**src/rtl/sdram_cmd_decoder.sv**
```systemverilog
module sdram_cmd_decoder #(
  parameter int ADDR_W = 13,
  parameter int COL_W  = 10,
  parameter int BANK_W = 2,
  parameter int LANES  = 9
) (
  input  logic                   clk,
  input  logic                   rst_n,
  input  logic                   cke,
  input  logic                   cs_n,
  input  logic                   ras_n,
  input  logic                   cas_n,
  input  logic                   we_n,
  input  logic [BANK_W-1:0]      ba,
  input  logic [ADDR_W-1:0]      addr,
  input  logic [LANES-1:0]       dm,
  output logic [3:0]             cmd_o,
  output logic [BANK_W-1:0]      bank_o,
  output logic [ADDR_W-1:0]      row_o,
  output logic [COL_W-1:0]       col_o,
  output logic                   auto_pre_o,
  output logic [(1<<BANK_W)-1:0] open_mask_o,
  output logic [1:0]             pwr_state_o,
  output logic [LANES-1:0]       wr_en_o,
  output logic [ADDR_W-1:0]      mode_reg_o,
  output logic [ADDR_W-1:0]      ext_mode_reg_o,
  output logic                   act_err_o,
  output logic                   proto_err_o
);

  localparam int NBANK = 1 << BANK_W;

  localparam logic [3:0] C_NOP  = 4'd0;
  localparam logic [3:0] C_MRS  = 4'd1;
  localparam logic [3:0] C_REF  = 4'd2;
  localparam logic [3:0] C_SREF = 4'd3;
  localparam logic [3:0] C_PRE  = 4'd4;
  localparam logic [3:0] C_ACT  = 4'd5;
  localparam logic [3:0] C_WR   = 4'd6;
  localparam logic [3:0] C_RD   = 4'd7;
  localparam logic [3:0] C_BST  = 4'd8;

  localparam logic [1:0] P_AWAKE = 2'd0;
  localparam logic [1:0] P_PPD   = 2'd1;
  localparam logic [1:0] P_APD   = 2'd2;
  localparam logic [1:0] P_SR    = 2'd3;

  logic [1:0]       st_q, st_d;
  logic [NBANK-1:0] open_q, open_d;
  logic [3:0]       dec, exec;
  logic             awake, flag10, proto_d, act_err_d;

  assign awake  = (st_q == P_AWAKE);
  assign flag10 = addr[10];

  always_comb begin
    dec = C_NOP;
    if (awake && !cs_n) begin
      case ({ras_n, cas_n, we_n})
        3'b000:  dec = C_MRS;
        3'b001:  dec = cke ? C_REF : C_SREF;
        3'b010:  dec = C_PRE;
        3'b011:  dec = C_ACT;
        3'b100:  dec = C_WR;
        3'b101:  dec = C_RD;
        3'b110:  dec = C_BST;
        default: dec = C_NOP;
      endcase
    end
  end

  assign exec    = (cke || dec == C_SREF) ? dec : C_NOP;
  assign proto_d = !cke && (dec == C_RD || dec == C_WR);
  assign act_err_d = (exec == C_ACT) && open_q[ba];

  always_comb begin
    open_d = open_q;
    case (exec)
      C_ACT: open_d[ba] = 1'b1;
      C_PRE: begin
        if (flag10) open_d = '0;
        else        open_d[ba] = 1'b0;
      end
      C_RD, C_WR: if (flag10) open_d[ba] = 1'b0;
      default: ;
    endcase
  end

  always_comb begin
    st_d = st_q;
    if (awake) begin
      if (!cke) begin
        if (exec == C_SREF)   st_d = P_SR;
        else if (|open_q)     st_d = P_APD;
        else                  st_d = P_PPD;
      end
    end else if (cke) begin
      st_d = P_AWAKE;
    end
  end

  always_ff @(posedge clk or negedge rst_n) begin
    if (!rst_n) begin
      st_q           <= P_AWAKE;
      open_q         <= '0;
      cmd_o          <= C_NOP;
      bank_o         <= '0;
      row_o          <= '0;
      col_o          <= '0;
      auto_pre_o     <= 1'b0;
      wr_en_o        <= '0;
      mode_reg_o     <= '0;
      ext_mode_reg_o <= '0;
      act_err_o      <= 1'b0;
      proto_err_o    <= 1'b0;
    end else begin
      st_q        <= st_d;
      open_q      <= open_d;
      cmd_o       <= exec;
      act_err_o   <= act_err_d;
      proto_err_o <= proto_d;
      auto_pre_o  <= (exec == C_RD || exec == C_WR) && flag10;
      wr_en_o     <= (exec == C_WR) ? ~dm : '0;
      if (exec == C_ACT || exec == C_PRE || exec == C_RD || exec == C_WR)
        bank_o <= ba;
      if (exec == C_ACT)
        row_o <= addr;
      if (exec == C_RD || exec == C_WR)
        col_o <= addr[COL_W-1:0];
      if (exec == C_MRS && ba == BANK_W'(0))
        mode_reg_o <= addr;
      if (exec == C_MRS && ba == BANK_W'(1))
        ext_mode_reg_o <= addr;
    end
  end

  assign open_mask_o = open_q;
  assign pwr_state_o = (st_q == P_SR && cke) ? P_AWAKE : st_q;

endmodule

```
**config.mk**
```make
export PLATFORM = sky130hd
export DESIGN_NAME = sdram_cmd_decoder
export DESIGN_NICKNAME = d
export VERILOG_FILES = /design/src/rtl/sdram_cmd_decoder.sv
export SDC_FILE = /design/constraint.sdc
export NUM_CORES = 1
export LEC_CHECK = 0
export ABC_AREA = 1
export BUFFER_PORTS_ARGS = -buffer_cell sky130_fd_sc_hd__buf_2
export CORE_MARGIN = 2
export CORE_UTILIZATION = 35
export CTS_BUF_LIST = sky130_fd_sc_hd__clkbuf_8
export DETAILED_ROUTE_END_ITERATION = 10
export PLACE_DENSITY = 0.7
export SLEW_MARGIN = 25
export SYNTH_ARGS = -nofsm -noshare
export SYNTH_HDL_FRONTEND = slang
export SYNTH_SLANG_ARGS = --single-unit
```
**constraint.sdc**
```tcl
create_clock -name clk -period 2.1 [get_ports clk]
set_clock_uncertainty 0.2 [all_clocks]
set_input_delay 0.315 -clock clk [delete_from_list [all_inputs] [get_ports clk]]
set_output_delay 0.315 -clock clk [all_outputs]
set_load 0.02 [all_outputs]
```
; After elaboration in Yosys (flattened, before gate mapping)
; Index checks and enable logic that the tools add are counted.
; Widths: inputs -> output; s select.
[word_totals]
register_bits = 73
n_memories = 0
latch_bits = 0
output_inout_bits = 73
word_cells = 80
inputBits = 31
romBits = 0
mem_bits_rw = 0
[op_classes]
bitwise_logic = 4
add_sub_neg = 0
shifts = 0
muxes = 18
n_div = 0
n_reduce_logical = 25
eq_ne = 19
multipliers = 0
n_lt_le_gt_ge = 2
[ops]
columns = operator, count
row1 = $pmux 4 s7, 1
row2 = $eq 4x3->1 const B, 6
row3 = $mux 4, 4
row4 = $mux 2, 6
row5 = $pmux 4 s3, 1
row6 = $eq 3x3->1 const B, 3
row7 = $mux 9, 1
row8 = $not 9->9, 1
row9 = $eq 4x2->1 const B, 2
row10 = $logic_and 1x1->1, 8
row11 = $eq 3x2->1 const B, 2
row12 = $logic_or 1x1->1, 6
row13 = $and 4x4->4, 1
row14 = $eq 4x1->1 const B, 1
row15 = $logic_not 2->1, 2
row16 = $ne 2x2->1 const B, 2
row17 = $not 4->4, 1
row18 = $or 4x4->4, 1
row19 = $reduce_and 2->1, 2
row20 = $reduce_or 4->1, 1
row21 = $eq 3x1->1 const B, 1
row22 = $logic_not 3->1, 1
row23 = $lt 2x3->1 const B, 1
row24 = $mux 1, 3
row25 = other kinds (9), 10

; Longest topological paths before layout
; Gate-level depths: netlist (run 1).
[depth]
depth_word = 10
mapped_depth = 12
ltp_nobuf = 11

; Worst setup path after synthesis (run 1)
; No wires, ideal clock.
[synth_path]
path_kind = input-to-reg
start = input port cas_n
end = register row_o[10]
stages = 12
path_slack_ps = 193
setup_ps = 120
t_arrival_ps = 1587
n_path_buf = 1
t_required_ps = 1780
path_cell_list = inv_1 -> ha_1 -> inv_1 -> o21ai_1 -> nand3_2 -> nand2_2 -> inv_2 -> nor2_8 -> nand3_4 -> buf_6 -> nand2_1 -> o21ai_2
[synth_via]
elab_chain_cells = 7
elab_cells_between_ends = 13
cone_classes = eq/ne: 8 / mux: 3 / reduce/logical: 2
[synth_lines]
columns = element, line_no
row1 = start: declaration, 12  ; input logic cas_n,
row2 = $eq 3x3->1 (tied with other cells), 59  ; case ({ras_n, cas_n, we_n})
row3 = $pmux 4 s7 *, 59
row4 = $mux 4 *, 58  ; if (awake && !cs_n) begin
row5 = $eq 4x2->1, 72  ; assign exec = (cke || dec == C_SREF) ? dec : C_NOP;
row6 = $logic_or 1x1->1, 72
row7 = $mux 4 *, 72
row8 = via exec[0], 50  ; logic [3:0] dec, exec;
row9 = $eq 4x3->1 *, 126  ; if (exec == C_ACT)
row10 = end signal: assignment, 127  ; row_o <= addr;
row11 = end: declaration, 19  ; output logic [ADDR_W-1:0] row_o,
; Mark *: on every way through the listed nets, which the timed path passes. The rest lies on a longest branch.
; A chain may end at the register's enable or synchronous reset.

; Worst setup path after layout (run 1)
[layout_path]
start = register st_q[1]
end = register open_q[2], in the netlist open_mask_o[2]
[layout_via]
elab_chain_cells = 10
elab_cells_between_ends = 15
cone_classes = eq/ne: 6 / mux: 3 / reduce/logical: 6
[layout_lines]
columns = element, line_no
row1 = start: declaration, 48  ; logic [1:0] st_q, st_d;
row2 = start signal: assignment, 117  ; st_q <= st_d;
row3 = $logic_not 2->1 *, 53  ; assign awake = (st_q == P_AWAKE);
row4 = $logic_and 1x1->1 *, 58
row5 = $mux 4 *, 58
row6 = $eq 4x2->1, 72
row7 = $logic_or 1x1->1, 72
row8 = $mux 4 *, 72
row9 = via exec[2], 50
row10 = $eq 4x3->1, 78  ; case (exec)
row11 = $reduce_or 2->1, 78
row12 = $ne 2x2->1 (no line) / $reduce_bool 3->1 (equally long branches), n/a
row13 = $reduce_and 2->1 (no line), n/a
row14 = end signal: assignment, 118  ; open_q <= open_d;
row15 = end: declaration, 49  ; logic [NBANK-1:0] open_q, open_d;
; Marks and branches as above.

==> results.yml, run 1 <==
synth:
  post_synth_instance_area_sq_um: 3020
  synthesis.instances: 307
  yosysWarningCount: 0
  fraction_of_the_yosys_area_taken_by_sequential_cells_pct: 60.5
  synth_edf_count: 0
  yosys_register_bits: 73
  async_flop_share_pct: 100
  synth_largest_type_area_fraction_pct: 60.5
  yosysTopAreaCell: "dfrtp_1"
  synth_top_cells_by_area: "dfrtp_1 (60%), nor2_1 (6.0%), nand2_1 (5.7%)"
  syn-num-nets: 339
  average_size_of_a_mapped_cell_sq_um: 9.84
  netlist_cell_types: 29
  synth_flop_cell: "dfrtp_1"
layout:
  area.growth.synth_to_final_pct: 34.4
  nets: 465
  drive_above_1_share_pct: 36.6
  layout.cells.most_common: "buf_2"
  antenna_diode_count: 0
  multi_input_comb_area_sq_um: 980
  post-route-cell-area_sq_um: 4060
  filler_cell_count: 787
  regArea_sq_um: 1830
  most_frequent_cells_in_the_layout: "buf_2 (102), dfrtp_1 (72), nor2_1 (47), nand2_1 (46), inv_1 (36)"
clock_tree:
  numClockSinks: 73
  path_clk_slew_ns: 0.07
  clock_insertion_delay_worst_skew_ns: 0.33
  clock_tree_from_tritoncts: "done"
  number_of_buffers_on_the_longest_clock_path: 2
  clk_root_buffer_cell: "clkbuf_8"
  postCtsSetupRepairBufs: 0
  clock_tree.htree_level_count: 3
  clock_buffers_created_by_tritoncts: 9
detailed_routing:
  wl_microns: 7160
  remaining_drc_errors: 0
  viasPerCell: 4.53
  drt_pre_antenna_iters: 4
  first_iter_violations: 77
  detail-route-antenna-nets: 0
  drt-wirelength-per-cell_microns: 13.2
  via_count: 2453
floorplanning:
  floorplan.die.width_microns: 96.9
  floorplan.initialDensity_pct: 36.4
  die_area_sq_um: 9390
  core.rowCount: 33
  io_pins: 104
  core-area_sq_um: 8300
  height_of_the_die_microns: 96.9
place:
  detailedPlace.worstSlack_ns: -0.0119
  placement.cell_area_sq_um: 3730
  globalplace.congestion: 0.831
  dp.final_hpwl_microns: 5170
  port_buffers: 103
timing:
  worstMarginPinSlew_ns: 0.522
  finalSetupViolCount: 0
  finalSetupTns_ns: 0
  min_tclk_post_route_ns: 1.97
  setup_slack_ns: 0.134
  final.hold.worst_slack_ns: 0.0646
  clock.fmax_mhz: 509
  report.final.slew_viol_count: 0
  final_min_period_over_clock_period_pct: 93.6
  hold_violations: 0
  max_slew_margin_pct: 64.8
  rsz0062_at_grt: "false"
pwr:
  cellInternalPower_uw: 3250
  total_power_uw: 5310
  ir_worst_vdd_uv: 562
  power.switching_uw: 2060
  sw_frac_of_total_pct: 38.8
  pwr_density_cell_nw_per_um2: 1310
  p_comb_share_pct: 36.6
  power.share.sequential_pct: 40.8
  clock_power_share_pct: 22.6
  p_leak_uw: 0.00218
setup_path:
  timing.critical_path.required_ns: 2.10
  r2r-end: "open_mask_o[2]"
  crit_type: "flop to flop"
  timing.reg2reg.setup_slack_ns: 0.13
  crit-reg2reg-launch: "st_q[1]"
  worstSetupStartpoint: "st_q[1]"
  worst_setup_path_start_kind: "flop"
  critical_path_peak_fanout: 7
  critPathCapture: "open_mask_o[2]"
  critPathArrivalTime_ns: 1.97
  worst_reg2reg_path_length_in_cells: 8
  setup.worst_path.end_class: "flop"
global_routing:
  grt_start_max_net_pins: 34
  antenna_found_initial: 0
  grt_overflow_total: 0
  track_usage_pct: 15.7
  grt_pass1_vias: 2464
  first_pass_grt_wire_length_microns: 12000
min_path:
  worstHoldPathType: "primary input to flop"
run:
  max-cap-violations: 0
outcome:
  status: "finished clean"
-- metrics by stage --
step | utilization (%) | instances
after floorplan | - | 307
after detailed placement | 45.0 | 516
after global routing | 48.9 | 542
after CTS | 48.8 | 541
final | 48.9 | 542
after global placement | 45.0 | 516
-- power groups by stage --
stage | Combinational [uW] | Clock [uW] | Sequential (uW)
floorplan | 676 | 0 | 2710
global placement | 1900 | 0 | 2180
detailed placement | 1950 | 0 | 2190
CTS | 1970 | 1230 | 2170
global route | 2140 | 1280 | 2240
finish | 1940 | 1200 | 2170
-- cells in the mapped netlist (all sizes together) (2+ instances only) --
master  count
a21oi      35
nand2      48
buf         8
nor4        2
inv        38
nor2       54
nand3      13
o21ai      27
dfrtp      73
-- sequential cells by signal (all words and copies together) (netlist names) --
| signal | cells |
|---|---|
| act_err_o | 1 |
| auto_pre_o | 1 |
| bank_o | 2 |
| cmd_o | 4 |
| col_o | 10 |
| ext_mode_reg_o | 13 |
| mode_reg_o | 13 |
| open_mask_o | 4 |
| proto_err_o | 1 |
| row_o | 13 |
| st_q | 2 |
| wr_en_o | 9 |
-- worst min path at each step --
stage	endpoint	cells after the start	startpoint	slack, ns
final	proto_err_o	4	cs_n	0.06
after global routing	proto_err_o	4	cs_n	0.06
after CTS	proto_err_o	4	cs_n	0.04
after detailed placement	row_o[12]	1	rst_n	0.05
after global placement	row_o[1]	1	rst_n	0.06
after floorplan	act_err_o	0	rst_n	-0.18
-- routing by layer --
metal / part of all wire (%) / routed length (microns) / up-vias / GRT usage [%]
met5: 0 / 0 / - / 0
met4: 1.6 / 117 / 0 / 6.83
met3: 4.3 / 306 / 9 / 2.89
met2: 48 / 3460 / 63 / 26.1
met1: 46 / 3280 / 1149 / 20.0
li1: - / - / 1232 / -
-- critical path: stages, from the launching register on --
cell and delay [ns]:
dfrtp_2 0.45, nor3_2 0.28, nand3_1 0.10, inv_1 0.09, nand2_2 0.10, inv_2 0.15, nand2_1 0.07, nor2_1 0.27
a21oi_1 0.12
-- repair_timing --
action / CTS / global route
hold buffers: 10 / 0
resized for setup: 0 / 2
endpoints found under the hold margin: 33 / 0
setup endpoints to repair: 0 / 12
-- cell type report --
cell class / count / area share, %
Timing Repair Buffer: 123 / 18.6
Clock inverter: 5 / 1.94
Inverter: 39 / 3.64
Multi-Input combinational cell: 187 / 24.1
Clock buffer: 10 / 3.39
Sequential cell: 73 / 45.0
Tap cell: 105 / 3.24
-- kinds of logic after synthesis --
kind of cell / Yosys count / share of synthesized area [%]
and+or+nand+nor: 119 / 19.0
buffers and inverters: 48 / 7.33
AOI/OAI and AO/OA: 66 / 12.8
adders and majority gates: 1 / 0.414
DFF: 73 / 60.5
Power figures use the tool's default switching activity.
==> run 2, diff against run 1 <==
CELL_PAD_IN_SITES_DETAIL_PLACEMENT = 1   (was unset)
CELL_PAD_IN_SITES_GLOBAL_PLACEMENT = 2   (was unset)
CORE_UTILIZATION = 30   (was 35)
PLACE_DENSITY = 0.91   (was 0.7)
REMOVE_ABC_BUFFERS = 1   (was unset)
==> run 2 against run 1 <==
Fmax up 0.96%. Non-clock buffer count up 2. Die area up 16%. Total power up 2.8%. Combinational power about the same. Clock power up 10%.
==> results.yml, run 2 (synthesis gave the netlist of run 1 again) <==
setup_path:
  crit_type: "flop to flop"
  timing.reg2reg.setup_slack_ns: 0.15
  worst_reg2reg_path_length_in_cells: 11
  crit_buf_inv: 2
  slowest_delay_ns: 0.45
  crit-reg2reg-launch: "st_q[1]"
  timing.critical_path.required_ns: 2.13
  timing.critical_path.max_delay_family: "simple AND/OR/NAND/NOR gates"
  setup.worst_path.end_class: "flop"
  cp_slowest_cell: "dfrtp_2"
  critPathArrivalTime_ns: 1.98
  cell_chain_critical_path: "nor2_4 -> nand3_2 -> nor2_4 -> nand3_2 -> nand2_2 -> inv_2 -> nor2_8 -> nand3_4 -> buf_12 -> nand2_1 -> o21ai_2"
  critical_path_peak_fanout: 27
  worst_setup_path_start_kind: "flop"
  r2r-end: "row_o[8]"
global_routing:
  grt_start_max_net_pins: 38
  grt_pass1_vias: 2733
  antenna_found_initial: 0
  first_pass_grt_wire_length_microns: 13300
  grt_overflow_total: 0
  track_usage_pct: 15.3
pwr:
  p_leak_uw: 0.00221
  ir_worst_vdd_uv: 470
  pwr_density_cell_nw_per_um2: 1320
timing:
  worstMarginPinSlew_ns: 0.507
  max_slew_margin_pct: 66.2
  final_min_period_over_clock_period_pct: 92.7
  hold_violations: 0
  report.final.slew_viol_count: 0
  finalSetupTns_ns: 0
  rsz0062_at_grt: "true"
  clock.fmax_mhz: 513
  min_tclk_post_route_ns: 1.95
  finalSetupViolCount: 0
layout:
  most_frequent_cells_in_the_layout: "buf_2 (102), dfrtp_1 (72), nand2_1 (46), nor2_1 (46), inv_1 (36)"
  layout.cells.most_common: "buf_2"
  antenna_diode_count: 0
  drive_above_1_share_pct: 37.4
  area.growth.synth_to_final_pct: 37.2
  largestRegisters: "ext_mode_reg_o x13, mode_reg_o x13, row_o x13"
  nets: 466
  post-route-cell-area_sq_um: 4150
min_path:
  worstHoldStart: "cke"
  min_path_cells: 2
  hold_end: "st_q[1]"
  worstHoldPathType: "primary input to flop"
place:
  globalplace.congestion: 0.769
  placement.cell_area_sq_um: 3780
  dp.final_hpwl_microns: 5770
  port_buffers: 103
detailed_routing:
  wl_microns: 7710
  drt-wirelength-per-cell_microns: 13.5
  drt_pre_antenna_iters: 4
  viasPerCell: 4.38
  detail-route-antenna-nets: 0
  via_count: 2507
  remaining_drc_errors: 0
  first_iter_violations: 80
clock_tree:
  number_of_buffers_on_the_longest_clock_path: 2
  clock_buffers_created_by_tritoncts: 9
  clock_tree.htree_level_count: 3
  clock_tree_from_tritoncts: "done"
  clk_root_buffer_cell: "clkbuf_8"
  numClockSinks: 73
  path_clk_slew_ns: 0.07
  clock_insertion_delay_worst_skew_ns: 0.34
floorplanning:
  die_area_sq_um: 10900
  floorplan.initialDensity_pct: 30.9
  floorplan.die.width_microns: 104
  core.rowCount: 36
  height_of_the_die_microns: 104
  core-area_sq_um: 9770
  io_pins: 104
run:
  max-cap-violations: 0
outcome:
  status: "finished clean"
==> run 2: cell types whose count changed in the layout (fill, tap and decap cells not counted), sizes merged <==
cell,delta
buf,+2
clkbuf,+3
clkinv,-2
nand3,-1
==> run 2: per-stage QoR <==
| stage | setup slack (ns) | hold slack, ns | std cells | total power (uW) | util (%) |
|---|---|---|---|---|---|
| 6_report | 0.152 | 0.0445 | 572 | 5460 | 42.4 |
| 3_5_place_dp | -0.0271 | 0.117 | 546 | 4180 | 38.7 |
| 3_3_place_gp | 0.0480 | 0.111 | 546 | 4100 | 38.7 |
| 2_1_floorplan | 0.128 | -0.181 | 298 | 3380 | - |
| 5_1_grt | -0.00305 | 0.0568 | 572 | 5840 | 42.4 |
| 4_1_cts | 0.0721 | 0.0257 | 572 | 5540 | 42.3 |
==> run 2: worst max path at each step <==
stage	depth (start not counted)	end	slack [ns]	startpoint
global placement	12	row_o[3]	0.05	ras_n
detailed placement	10	ext_mode_reg_o[0]	-0.03	ras_n
CTS	9	wr_en_o[2]	0.07	st_q[1]
global route	11	row_o[2]	-0.003	st_q[1]
finish	11	row_o[8]	0.15	st_q[1]
floorplan	11	row_o[10]	0.13	cas_n
==> run 2: repair_timing <==
action,CTS,global route
hold buffers,10,0
setup endpoints to repair,0,26
resized for setup,0,4
setup buffers,0,0
endpoints found under the hold margin,44,0
==> run 2: final cells by class <==
| class | count | area [sq um] |
|---|---|---|
| clock buffer | 13 | 179 |
| sequential | 73 | 1830 |
| tap | 133 | 166 |
| multi-input combinational | 186 | 985 |
| inverter | 39 | 148 |
| timing repair buffer | 125 | 771 |
| clock inverter | 3 | 68.8 |
| fill | 1195 | 5630 |
==> run 2: layer usage <==
metal  vias to the layer above  share of wire [%]  GRT usage, %
met5                         -                  0             0
met4                         0                1.1          4.63
met3                         9                7.0          5.26
met2                        81                 46          24.6
met1                      1185                 46          19.6
li1                       1232                  -             -
==> run 2: where the power goes <==
part	internal (uW)	switching (uW)	leakage, uW	total (uW)
logic	692	1270	0.00113	1970
registers	1870	302	0.000952	2170
clock network	804	517	0.000126	1320
==> run 2: worst register-to-register path, stage by stage, from the launching register on <==
cell	delay (ns)
dfrtp_2	0.45
nor2_4	0.16
nand3_2	0.12
nor2_4	0.15
nand3_2	0.10
nand2_2	0.09
inv_2	0.08
nor2_8	0.09
nand3_4	0.07
buf_12	0.17
nand2_1	0.10
o21ai_2	0.05
==> run 3, diff against run 2 <==
PLACE_DENSITY = unset   (was 0.91)
PLACE_DENSITY_LB_ADDON = 0.1   (was unset)
==> run 3 against run 2 <==
Count of clock-buffer cells in the layout shrank 3. Highest routed layer unchanged. Design area shrank 1.3%. Flip-flop and latch count is the same. Critical endpoint is now row_o[2]. Critical path depth is the same. Non-clock buffer count shrank 1. Combinational power is essentially flat. Register-to-register slack lost 0.05 ns. Hold slack gained 0.017 ns. Die area is the same. Final cell count shrank 0.17%. Worst setup slack lost 0.053 ns. First-iteration DRC count grew 2.5%.
==> results.yml, run 3 (synthesis gave the netlist of run 1 again) <==
detailed_routing:
  met2RoutedLength_microns: 3940
  wl_microns: 8110
  met3RoutedLength_microns: 343
  top_layer: "met4"
  via_count: 2484
  wl_met1_microns: 3710
  viasPerCell: 4.35
  first_iter_violations: 82
  remaining_drc_errors: 0
  detail-route-antenna-nets: 0
  drt_pre_antenna_iters: 4
  drt-wirelength-per-cell_microns: 14.2
min_path:
  worstHoldStart: "addr[12]"
  hold_end: "mode_reg_o[12]"
  min_path_cells: 3
  worstHoldPathType: "primary input to flop"
timing:
  rsz0062_at_grt: "true"
  final.hold.worst_slack_ns: 0.0618
  max_slew_margin_pct: 69.4
  min_tclk_post_route_ns: 2.00
  worstMarginPinSlew_ns: 0.455
  final_min_period_over_clock_period_pct: 95.2
  hold_violations: 0
  report.final.slew_viol_count: 0
  finalSetupViolCount: 0
  finalSetupTns_ns: 0
  clock.fmax_mhz: 500
pwr:
  total_power_uw: 5160
  ir_worst_vdd_uv: 419
  pwr_density_cell_nw_per_um2: 1260
  p_leak_uw: 0.00216
place:
  dp.final_hpwl_microns: 5720
  dp_cells: 545
  port_buffers: 103
  placement.cell_area_sq_um: 3790
  globalplace.congestion: 0.735
setup_path:
  timing.critical_path.required_ns: 2.13
  setup.worst_path.end_class: "flop"
  r2r-end: "row_o[2]"
  timing.reg2reg.setup_slack_ns: 0.1
  critPathArrivalTime_ns: 2.03
  worst_setup_path_start_kind: "flop"
  worst_reg2reg_path_length_in_cells: 11
  crit_type: "flop to flop"
  critical_path_peak_fanout: 22
  crit-reg2reg-launch: "st_q[0]"
global_routing:
  first_pass_grt_wire_length_microns: 13500
  grt_pass1_vias: 2569
  grt_overflow_total: 0
  track_usage_pct: 15.7
  grt_start_max_net_pins: 74
  antenna_found_initial: 0
clock_tree:
  clock_tree_from_tritoncts: "done"
  clock_tree.htree_level_count: 3
  postCtsSetupRepairBufs: 0
  clock_buffers_created_by_tritoncts: 9
  clk_root_buffer_cell: "clkbuf_8"
  number_of_buffers_on_the_longest_clock_path: 2
  path_clk_slew_ns: 0.08
  numClockSinks: 73
  clock_insertion_delay_worst_skew_ns: 0.34
floorplanning:
  height_of_the_die_microns: 104
  core-area_sq_um: 9770
  die_area_sq_um: 10900
  floorplan.initialDensity_pct: 30.9
  io_pins: 104
  core.rowCount: 36
  floorplan.die.width_microns: 104
layout:
  layout.cells.most_common: "buf_2"
  post-route-cell-area_sq_um: 4090
  area.growth.synth_to_final_pct: 35.5
  regArea_sq_um: 1830
  most_frequent_cells_in_the_layout: "buf_2 (102), dfrtp_1 (71), nor2_1 (47), nand2_1 (45), inv_1 (36)"
  largestRegisters: "ext_mode_reg_o x13, mode_reg_o x13, row_o x13"
  multi_input_comb_area_sq_um: 991
  drive_above_1_share_pct: 37.4
  finish.cell_count_without_fillers: 571
  antenna_diode_count: 0
  filler_cell_count: 1182
  nets: 465
run:
  max-cap-violations: 0
outcome:
  status: "finished clean"
==> run 3: cell count changes in the layout (fill, tap and decap cells not counted), moves of 2 or more <==
cell / before / now
bufinv_16: 2 / 0
clkinvlp_4: 0 / 3
clkbuf_8: 13 / 10
buf_4: 8 / 6
clkinv_2: 1 / 3
==> run 3: through the flow <==
| step | utilization (%) | setup WS [ns] |
|---|---|---|
| finish | 41.9 | 0.0998 |
| CTS | 41.6 | 0.0369 |
| global route | 41.9 | -0.0652 |
| detailed placement | 38.8 | -0.0806 |
| global placement | 38.8 | 0.00744 |
| floorplan | - | 0.128 |
==> run 3: cell type report <==
class	instances	share of cell area [%]
clock inverters	6	1.01
flip-flops and latches	73	44.7
clock buffers	10	3.36
repair buffers	124	19.0
multi-input cells	186	24.2
inverters	39	3.67
well taps	133	4.07
==> run 3: layer usage <==
layer  up-vias  GRT usage, %
met4         0          6.37
li1       1228             -
met5         -             0
met3         9          3.01
met2        62          25.8
met1      1185          20.3
==> run 3: how the worst max path moves through the flow <==
stage | slack, ns | depth (start not counted) | from | end
after floorplan | 0.13 | 11 | cas_n | row_o[10]
after global placement | 0.007 | 11 | cas_n | mode_reg_o[4]
after detailed placement | -0.08 | 11 | cas_n | mode_reg_o[2]
after CTS | 0.04 | 9 | st_q[1] | wr_en_o[2]
after global routing | -0.07 | 11 | st_q[0] | row_o[2]
final | 0.1 | 11 | st_q[0] | row_o[2]
==> run 3: repair_timing <==
action                                  4_1_cts  5_1_grt
endpoints found under the setup margin        0       35
hold endpoints to repair                     82        0
hold buffers                                 10        0
resized for setup                             0        8
==> run 3: power by group <==
part,internal (uW),switching (uW)
clock network,461,565
registers,1870,285
logic,694,1290
total,3020,2140
==> run 3: worst max-delay path, stage by stage (launching register included) <==
cell and delay [ns]:
dfrtp_2 0.46, nor2_4 0.19, nand3_2 0.12, nor2_4 0.16, nand3_2 0.11, nand2_2 0.09
inv_2 0.08, nor2_8 0.10, nand3_4 0.08, buf_12 0.17, nand2_1 0.06, o21ai_1 0.07
